--- config.mk ---
export PLATFORM = sky130hd
export DESIGN_NAME = sbf_framer
export DESIGN_NICKNAME = d
export VERILOG_FILES = /design/src/rtl/sbf_pkg.sv /design/src/rtl/sbf_position.sv /design/src/rtl/sbf_scrambler.sv /design/src/rtl/sbf_admit.sv /design/src/rtl/sbf_framer.sv
export SDC_FILE = /design/constraint.sdc
export NUM_CORES = 1
export LEC_CHECK = 0
export BUFFER_PORTS_ARGS = -buffer_cell sky130_fd_sc_hd__buf_2
export CORE_ASPECT_RATIO = 0.6
export CORE_MARGIN = 2
export CORE_UTILIZATION = 50
export DETAILED_ROUTE_END_ITERATION = 16
export GPL_TIMING_DRIVEN = 0
export MAX_ROUTING_LAYER = met4
export PLACE_DENSITY = 0.85
export SETUP_SLACK_MARGIN = 0.1
export SLEW_MARGIN = 20
export SYNTH_ARGS = -nofsm -noshare
export SYNTH_HDL_FRONTEND = slang
export SYNTH_SLANG_ARGS = --single-unit
--- constraint.sdc ---
create_clock -name clk -period 7.3 [get_ports clk]
set_clock_uncertainty 0.1 [all_clocks]
set_input_delay 0.365 -clock clk [delete_from_list [all_inputs] [get_ports clk]]
set_output_delay 0.365 -clock clk [all_outputs]
set_load 0.01 [all_outputs]
--- src/rtl/sbf_pkg.sv ---
package sbf_pkg;

    typedef logic [15:0] char_t;

    typedef enum logic [1:0] {
        SLOT_MARK = 2'd0,
        SLOT_DATA = 2'd1,
        SLOT_PAR  = 2'd2
    } slot_e;

    typedef struct packed {
        char_t ch;
        logic  special;
        logic  parity;
    } frame_out_t;

    // One single-bit step of the scrambler: shift left, feedback into bit 0
    function automatic char_t lfsr_step(input char_t s);
        return {s[14:0], s[15] ^ s[4] ^ s[3] ^ s[2]};
    endfunction

    // Sixteen steps: one full advance per payload character
    function automatic char_t lfsr_adv16(input char_t s);
        char_t v;
        v = s;
        for (int i = 0; i < 16; i++) begin
            v = lfsr_step(v);
        end
        return v;
    endfunction

endpackage

--- src/rtl/sbf_position.sv ---
module sbf_position
    import sbf_pkg::*;
#(
    parameter int BLK_CHARS = 510,
    parameter int PAR_SLOTS = 8,
    parameter int BLKS      = 4,
    parameter int ALIGN_RUN = 32,
    parameter int LEN_W     = 12,
    parameter int IDX_W     = $clog2(BLK_CHARS),
    parameter int BLK_W     = (BLKS > 1) ? $clog2(BLKS) : 1
) (
    input  logic             clk,
    input  logic             rst,
    output logic [IDX_W-1:0] idx,
    output logic [BLK_W-1:0] blk,
    output slot_e            kind,
    output logic             reset_sb,
    output logic [LEN_W-1:0] pay_left
);
    localparam int DATA_N  = BLK_CHARS - PAR_SLOTS;
    localparam int SB_PAY  = BLKS * DATA_N - 1;
    localparam int SB_W    = $clog2(ALIGN_RUN + 1);

    logic [SB_W-1:0] sb_no;
    logic            last_idx;
    logic            last_blk;

    assign last_idx = (idx == IDX_W'(BLK_CHARS - 1));
    assign last_blk = (blk == BLK_W'(BLKS - 1));
    assign reset_sb = (sb_no == SB_W'(ALIGN_RUN));

    always_comb begin
        if (blk == '0 && idx == '0) begin
            kind = SLOT_MARK;
        end else if (idx >= IDX_W'(DATA_N)) begin
            kind = SLOT_PAR;
        end else begin
            kind = SLOT_DATA;
        end
    end

    always_ff @(posedge clk) begin
        if (rst) begin
            idx   <= '0;
            blk   <= '0;
            sb_no <= '0;
        end else if (last_idx) begin
            idx <= '0;
            if (last_blk) begin
                blk   <= '0;
                sb_no <= reset_sb ? '0 : sb_no + 1'b1;
            end else begin
                blk <= blk + 1'b1;
            end
        end else begin
            idx <= idx + 1'b1;
        end
    end

    // Payload slots still open in this super block, current one included
    always_ff @(posedge clk) begin
        if (rst) begin
            pay_left <= LEN_W'(SB_PAY);
        end else if (kind == SLOT_MARK) begin
            pay_left <= LEN_W'(SB_PAY);
        end else if (kind == SLOT_DATA) begin
            pay_left <= pay_left - 1'b1;
        end
    end

endmodule

--- src/rtl/sbf_scrambler.sv ---
module sbf_scrambler
    import sbf_pkg::*;
#(
    parameter char_t LANE_SEED = 16'hFFFF
) (
    input  logic  clk,
    input  logic  rst,
    input  logic  reseed,
    input  logic  step,
    output char_t ks
);
    char_t state;

    always_ff @(posedge clk) begin
        if (rst || reseed) begin
            state <= LANE_SEED;
        end else if (step) begin
            state <= lfsr_adv16(state);
        end
    end

    assign ks = state;

endmodule

--- src/rtl/sbf_admit.sv ---
module sbf_admit
    import sbf_pkg::*;
#(
    parameter int LEN_W = 12
) (
    input  slot_e            kind,
    input  logic             in_first,
    input  logic [LEN_W-1:0] in_len,
    input  logic [LEN_W-1:0] pay_left,
    output logic             ready
);
    logic fits;

    assign fits  = (in_len <= pay_left);
    assign ready = (kind == SLOT_DATA) && (!in_first || fits);

endmodule

--- src/rtl/sbf_framer.sv ---
module sbf_framer
    import sbf_pkg::*;
#(
    parameter int    BLK_CHARS  = 510,
    parameter int    PAR_SLOTS  = 8,
    parameter int    BLKS       = 4,
    parameter int    ALIGN_RUN  = 32,
    parameter int    LEN_W      = 12,
    parameter char_t LANE_SEED  = 16'hFFFF,
    parameter char_t ALIGN_CODE = 16'hA55A,
    parameter char_t RESET_CODE = 16'h5AA5,
    parameter char_t GAP_CODE   = 16'h0000,
    parameter int    IDX_W      = $clog2(BLK_CHARS),
    parameter int    BLK_W      = (BLKS > 1) ? $clog2(BLKS) : 1
) (
    input  logic             clk,
    input  logic             rst,
    input  logic             in_valid,
    input  logic             in_first,
    input  logic [LEN_W-1:0] in_len,
    input  logic [15:0]      in_char,
    output logic             in_ready,
    input  logic [15:0]      par_char,
    output logic [BLK_W-1:0] slot_block,
    output logic [IDX_W-1:0] slot_index,
    output logic             slot_parity,
    output logic             out_valid,
    output logic [15:0]      out_char,
    output logic             out_special,
    output logic             out_parity
);
    slot_e            kind;
    logic             reset_sb;
    logic [LEN_W-1:0] pay_left;
    char_t            ks;
    logic             take;
    frame_out_t       nxt;
    frame_out_t       cur;

    sbf_position #(
        .BLK_CHARS (BLK_CHARS),
        .PAR_SLOTS (PAR_SLOTS),
        .BLKS      (BLKS),
        .ALIGN_RUN (ALIGN_RUN),
        .LEN_W     (LEN_W),
        .IDX_W     (IDX_W),
        .BLK_W     (BLK_W)
    ) u_pos (
        .clk      (clk),
        .rst      (rst),
        .idx      (slot_index),
        .blk      (slot_block),
        .kind     (kind),
        .reset_sb (reset_sb),
        .pay_left (pay_left)
    );

    sbf_scrambler #(
        .LANE_SEED (LANE_SEED)
    ) u_scr (
        .clk    (clk),
        .rst    (rst),
        .reseed ((kind == SLOT_MARK) && reset_sb),
        .step   (kind == SLOT_DATA),
        .ks     (ks)
    );

    sbf_admit #(
        .LEN_W (LEN_W)
    ) u_adm (
        .kind     (kind),
        .in_first (in_first),
        .in_len   (in_len),
        .pay_left (pay_left),
        .ready    (in_ready)
    );

    assign take        = in_valid && in_ready;
    assign slot_parity = (kind == SLOT_PAR);

    always_comb begin
        nxt = '0;
        unique case (kind)
            SLOT_MARK: begin
                nxt.ch      = reset_sb ? RESET_CODE : ALIGN_CODE;
                nxt.special = 1'b1;
            end
            SLOT_PAR: begin
                nxt.ch     = par_char;
                nxt.parity = 1'b1;
            end
            default: begin
                nxt.ch = (take ? in_char : GAP_CODE) ^ ks;
            end
        endcase
    end

    always_ff @(posedge clk) begin
        if (rst) begin
            cur       <= '0;
            out_valid <= 1'b0;
        end else begin
            cur       <= nxt;
            out_valid <= 1'b1;
        end
    end

    assign out_char    = cur.ch;
    assign out_special = cur.special;
    assign out_parity  = cur.parity;

endmodule

==> results of run 1 <==
## worst max path at each step
stage,depth (start not counted),slack (ps),to
2_1_floorplan,10,4770,in_ready
3_3_place_gp,11,4420,in_ready
3_5_place_dp,11,4350,in_ready
4_1_cts,11,3990,in_ready
5_1_grt,9,3780,in_ready
6_report,11,3960,in_ready
## cells in the mapped netlist (3+ instances only)
cell | instances | area share (%)
o211ai_1 | 20 | 4.2
inv_1 | 24 | 2.5
nand3_1 | 19 | 2.6
a21oi_1 | 12 | 1.7
dfxtp_1 | 64 | 36
buf_2 | 3 | 0.42
ha_1 | 21 | 7.3
nor3_1 | 4 | 0.56
xor2_1 | 33 | 8.1
xnor2_1 | 36 | 8.8
nor2_1 | 35 | 3.7
o21ai_0 | 37 | 5.2
xor2_2 | 3 | 1.4
nand4_1 | 8 | 1.4
nor4_1 | 3 | 0.52
nand2_1 | 28 | 2.9
mux2i_1 | 3 | 0.84
clkbuf_1 | 14 | 1.5
and3_1 | 5 | 0.87
a21o_1 | 3 | 0.63
or3_1 | 9 | 1.6
## area by class of cell
type,count,area [um^2],share of cell area [%]
timing repair buffer,78,390,8.73
clock buffer,10,229,5.12
inverter,24,90.1,2.01
sequential,64,1280,28.6
clock inverter,6,155,3.47
multi-input combinational,301,2140,47.7
tap,87,109,2.43
buffer,19,82.6,1.85
## flip-flops by register name (all words and copies together), names as in the netlist
| signal | count |
|---|---|
| u_pos.idx | 9 |
| out_parity | 1 |
| u_pos.sb_no | 6 |
| out_valid | 1 |
| u_pos.pay_left | 12 |
| u_scr.ks | 16 |
| u_pos.blk | 2 |
| out_char | 16 |
| out_special | 1 |
## power groups by stage
stage	Sequential [mW]	Combinational [mW]	Clock, mW
floorplan	0.461	0.901	0
global placement	0.463	1.09	0
detailed placement	0.466	1.12	0
CTS	0.459	1.14	0.563
global route	0.466	1.25	0.579
finish	0.461	1.16	0.555
## worst min-delay path: stages
cell,delay (ps)
buf_2,80
o21ai_0,60
o21ai_0,70
## through the flow
stage,power (mW),cells
detailed placement,1.59,573
finish,2.18,589
CTS,2.16,589
global route,2.30,589
floorplan,1.36,408
global placement,1.55,573
## cell families after synthesis
group | count (synthesis) | synth area share [%]
AO/OA/AOI/OAI | 78 | 12.9
XOR/XNOR | 79 | 22.4
adder cells (fa/ha/maj) | 21 | 7.32
buffers and inverters | 43 | 4.81
flip-flops | 64 | 35.7
multiplexers | 3 | 0.837
AND/OR/NAND/NOR | 120 | 16.0
## metal layers
metal  vias up  global-route usage [%]
li1       1569                       -
met1      1476                    31.7
met2       139                    36.1
met3        15                    6.91
met4         0                    7.05
met5         -                       -
==> results by group, run 1 <==
Place
  – Detail Placement HPWL: 6980 um
  – DP Worst Slack: 4350 ps
  – Port bufs: 78
  – Placer Congestion: 0.926
  – Placed cell area: 4090 um^2

Worst setup path
  – Startpoint Class: register
  – R2R depth: 11
  – Worst path top cell family by delay: buffers and inverters
  – Crit path arrival time: 2870 ps
  – Buf/Inv on CP: 4
  – Worst setup EP type: primary output
  – Crit path launch: u_pos.pay_left[5]
  – Critical Path Max Stage Delay: 460 ps
  – CP cell instances: inv_1 > ha_1 > a21o_1 > a21o_1 > a21oi_1 > o2111a_1 > clkbuf_1 > clkbuf_1 > nor2_1 > nor2_1 > buf_2
  – Flop-to-flop setup slack: 4350 ps
  – Reg2reg start: u_pos.pay_left[5]
  – CP max FO: 10
  – Data required, critical path: 6840 ps
  – Slowest cell on the critical path: clkbuf_1
  – Kind of critical path: register to primary output
  – Worst R2R End: out_char[14]

Drt
  – Met3 WL: 776 um
  – Initial DRC Count: 180
  – Via/cell ratio: 5.43
  – DRC violations left: 0
  – Vias: 3199
  – Number of routed nets with antenna violations: 0
  – DR WL/cell: 15.6 um
  – Final wirelength: 9200 um
  – Max Used Layer: met4
  – Drt pass-1 iters: 5
  – Met2 wire length: 3950 um
  – WL met1: 4360 um

Clocking
  – CTS tree: built
  – Clock slew at reported path FFs: 50 ps
  – CTS max path bufs: 2
  – Worst-skew pair later-pin latency: 330 ps
  – H-tree levels: 3
  – Cts bufs inserted: 9
  – CTS root buf: clkbuf_16
  – Clock Sinks: 64
  – CTS resizes: 0
  – Post-CTS Setup Bufs: 0
  – Hold-fix buffers at CTS: 0

Floorplan
  – Num rows: 23
  – Die H: 69.6 um
  – Core box area: 6820 um^2
  – Die width: 113 um
  – DIE AREA: 7900 um^2
  – IO Pins: 80
  – Starting Density: 52.6%

Layout
  – Layout area overhead: 24.6%
  – Filler cell count: 568
  – Fin util: 65.6%
  – NumNets Final: 566
  – Layout cell share with drive strength beyond 1: 21.3%
  – Commonest non-fill, non-tap cell in the layout: buf_2
  – N_diodes: 0
  – Cell area after layout: 4470 um^2
  – Most frequent cells in the layout: buf_2 (81), dfxtp_1 (64), o21ai_0 (37), xnor2_1 (36), nor2_1 (35)

Timing
  – RSZ-0062 raised after global routing: false
  – Setup TNS: 0 ps
  – WHS: 182 ps
  – Fmax: 300 MHz
  – Minimum clock period: 3340 ps
  – Worst Tran Pin Value: 693 ps
  – Final Setup Violations: 0
  – Slew HR: 53.6%
  – Worst setup margin: 3960 ps
  – Final Slew Violations: 0
  – Final Hold Viols: 0
  – Period utilization: 45.7%

Power and ir drop
  – Pwr Density: 486 nW/um^2
  – Clock network power share: 25.5%
  – Worst vdd ir: 318 uV
  – Net switching power: 844 uW
  – Leak: 1.97 nW
  – Switching share of total power: 38.8%
  – Internal power: 1.33 mW
  – Sequential fraction of design power: 21.2%
  – Power share of the combinational group: 53.3%

Logic synthesis
  – Post-synthesis cell area: 3590 um^2
  – Library cells used by synthesis: 40
  – Seq/Total Area, Yosys: 35.7%
  – Average size of a mapped cell: 8.80 um^2
  – Mapped Cells: 408
  – Syn nets: 477
  – Top FF cell, synth: dfxtp_1
  – EDFF count, synth: 0
  – Yosys Warn Count: 0
  – Yosys reg bits: 64
  – Synth async-reset ratio: 0%

Hold path
  – Hold WC Path Type: input pin to register
  – Hold Crit Start: par_char[7]
  – WHS Path Cells: 3
  – Hold EP: out_char[7]

Run
  – Max-Cap Viols: 0

Outcome
  – Status: finished, final reports clean

GRT
  – Vias in the first global route: 3038
  – First-pass GRT wire length: 14400 um
  – Largest net degree at the start of global routing: 12
  – GRT Residual Overflow: 0
  – Initial antenna violation count: 0
  – Tot GR Track Use: 24.1%
Power figures use the tool's default switching activity.
==> run 2, diff against run 1 <==
- ABC_AREA: unset -> 1
- PLACE_DENSITY: 0.85 -> 0.83
- clock period: 7.3 -> 3.2 ns (I/O delays scaled with it)
==> run 2 against run 1 <==
Against the previous run:
- flip-flop and latch count did not move
- area after synthesis rose by 16%
- design area rose by 13%
- global-route usage rose by 5.4 points
- worst hold slack got worse by 130 ps
- power rose to 3.0 times the previous value
- critical path depth rose by 5
- largest cell class unchanged
==> results by group, run 2 <==
Logic synthesis
  – Synth async-reset ratio: 0% (unchanged)
  – Library cells used by synthesis: 41 (+2.5%)
  – Most common cell in the netlist: nand2_1
  – Synth top area share: 30.7% (-5.0 points)
  – Post-synthesis cell area: 4180 um^2 (+16%)
  – Synth top cells by count: nand2_1 (179), inv_1 (68), dfxtp_1 (64)
  – Yosys reg bits: 64 (unchanged)
  – Mapped Cells: 630 (+54%)
  – Seq/Total Area, Yosys: 30.7% (-5.0 points)
  – Top FF cell, synth: dfxtp_1
  – Leading area contributor after synthesis: dfxtp_1
  – Average size of a mapped cell: 6.63 um^2 (-25%)
  – Area contributors post-synth: dfxtp_1 (31%), nand2_1 (16%), ha_1 (6.3%)
  – Yosys Warn Count: 0 (unchanged)
  – EDFF count, synth: 0 (unchanged)
  – Syn nets: 699 (+47%)

Worst setup path
  – Startpoint Class: register
  – Critical Path Max Stage Delay: 410 ps (-50 ps)
  – Worst path top cell family by delay: simple AND/OR/NAND/NOR gates
  – Buf/Inv on CP: 5 (+1)
  – CP max FO: 10 (unchanged)
  – Slowest cell on the critical path: dfxtp_1
  – Flop-to-flop setup slack: 250 ps (-4100 ps)
  – Data required, critical path: 3330 ps (-3510 ps)
  – Crit path arrival time: 3080 ps (+210 ps)
  – Worst setup EP type: register
  – CP cell instances: inv_1 > ha_1 > nand2_1 > nand3_1 > nand3_2 > inv_2 > nor2_4 > inv_2 > a31oi_2 > and2_1 > buf_2 > buf_4 > nand2_1 > a21oi_1 > o21ai_0 > a21oi_1
  – Kind of critical path: register to register

Layout
  – Cell area after layout: 5060 um^2 (+13%)
  – Layout cell share with drive strength beyond 1: 22.5% (+1.2 points)
  – Area of the multi-input gates: 2510 um^2 (+18%)
  – Sequential cell area: 1280 um^2 (unchanged)
  – N_diodes: 0 (unchanged)
  – NumNets Final: 797 (+41%)
  – Filler cell count: 745 (+31%)
  – Commonest non-fill, non-tap cell in the layout: nand2_1
  – Layout area overhead: 21.1%
  – Most frequent cells in the layout: nand2_1 (179), buf_2 (82), inv_1 (68), dfxtp_1 (64), a21oi_1 (51)

Timing
  – Worst Tran Pin Value: 648 ps (-45.1 ps)
  – Final Slew Violations: 0 (unchanged)
  – Period utilization: 92.1%
  – Final Hold Viols: 0 (unchanged)
  – Final Setup Violations: 0 (unchanged)
  – Slew HR: 56.7% (+3.0 points)
  – RSZ-0062 raised after global routing: false
  – Minimum clock period: 2950 ps
  – Fmax: 339 MHz
  – Setup TNS: 0 ps (unchanged)

Clocking
  – Clock Sinks: 64 (unchanged)
  – H-tree levels: 3 (unchanged)
  – Cts bufs inserted: 9 (unchanged)
  – Post-CTS Setup Bufs: 0 (unchanged)
  – CTS root buf: clkbuf_16
  – CTS tree: built
  – CTS max path bufs: 2 (unchanged)
  – Worst-skew pair later-pin latency: 340 ps (about the same)
  – Clock slew at reported path FFs: 50 ps (about the same)
  – CTS resizes: 0 (unchanged)

GRT
  – GRT Residual Overflow: 0 (unchanged)
  – First-pass GRT wire length: 19800 um (+38%)
  – Tot GR Track Use: 29.5% (+5.4 points)
  – Largest net degree at the start of global routing: 11 (-1)
  – Initial antenna violation count: 0 (unchanged)
  – Vias in the first global route: 4263 (+40%)

Drt
  – Via/cell ratio: 5.47 (+0.74%)
  – Vias: 4596 (+44%)
  – Drt pass-1 iters: 8 (+3)
  – Final wirelength: 12400 um (+35%)
  – DRC violations left: 0 (unchanged)
  – Number of routed nets with antenna violations: 0 (unchanged)
  – Initial DRC Count: 410 (+130%)
  – DR WL/cell: 14.7 um (-5.6%)

Floorplan
  – DIE AREA: 9130 um^2 (+16%)
  – Die H: 74.8 um (+7.4%)
  – Die width: 122 um (+7.6%)
  – Core box area: 7980 um^2 (+17%)
  – Starting Density: 52.4% (-0.26 points)
  – Num rows: 25 (+8.7%)
  – IO Pins: 80 (unchanged)

Place
  – Detail Placement HPWL: 9500 um (+36%)
  – Port bufs: 79 (+1.3%)
  – Placer Congestion: 0.987 (+6.6%)
  – Placed cell area: 4710 um^2 (+15%)

Run
  – Max-Cap Viols: 0 (unchanged)

Power and ir drop
  – Pwr Density: 1280 nW/um^2 (+160%)
  – Worst vdd ir: 1840 uV (+480%)
  – Leak: 2.62 nW (+33%)

Outcome
  – Status: finished, final reports clean

Hold path
  – Hold WC Path Type: input pin to register
run 2: worst register-to-register path, stage by stage, from the launching register on:
cell,delay (ps)
dfxtp_1,410
inv_1,110
ha_1,210
nand2_1,60
nand3_1,90
nand3_2,140
inv_2,70
nor2_4,260
inv_2,70
a31oi_2,170
and2_1,140
buf_2,210
buf_4,230
nand2_1,100
a21oi_1,120
o21ai_0,100
a21oi_1,260
run 2: report_power, final:
part	total, mW	switching, mW	internal (mW)
clock network	0.911	0.356	0.555
logic	4.55	3.06	1.49
registers	1.02	0.0818	0.934
run 2: what timing repair did:
action / 4_1_cts / 5_1_grt
endpoints found under the setup margin: 0 / 0
hold buffers: 8 / 0
endpoints found under the hold margin: 9 / 0
run 2: cell type report:
type | instances | share of cell area, %
clock inverters | 4 | 0.396
flip-flops and latches | 64 | 25.3
clock buffers | 11 | 4.99
plain buffers | 12 | 1.33
repair buffers | 87 | 9.39
well taps | 108 | 2.67
multi-input cells | 471 | 49.6
inverters | 83 | 6.25
run 2: per-stage QoR:
step	hold WS, ps	std cells	total power, mW	setup WS [ps]	util (%)
finish	49.1	840	6.47	254	63.5
global route	52.4	840	6.99	131	63.5
CTS	42.7	840	6.37	362	63.5
detailed placement	301	817	5.44	396	59.0
global placement	297	817	5.26	457	59.0
floorplan	129	630	4.57	819	-
run 2: logic make-up after synthesis:
logic type,share of synthesized area (%)
and+or+nand+nor,38.8
AOI/OAI and AO/OA,13.7
buffers and inverters,9.19
DFF,30.7
adders and majority gates,6.29
xor gates and xnor gates,1.44
run 2: metal layers:
| metal | GRT usage, % | routed length, um |
|---|---|---|
| met1 | 37.9 | 5430 |
| met2 | 45.5 | 5290 |
| met3 | 8.03 | 1540 |
| met4 | 9.58 | 129 |
| met5 | - | 0 |
run 2: path summary, 6_finish.rpt:
kind / start / to / depth (start not counted)
max: u_pos.idx[0] / out_char[12] / 16
min: in_char[4] / out_char[4] / 4
max reg2reg: u_pos.idx[0] / out_char[12] / 16
min reg2reg: u_pos.pay_left[9] / u_pos.pay_left[9] / 2
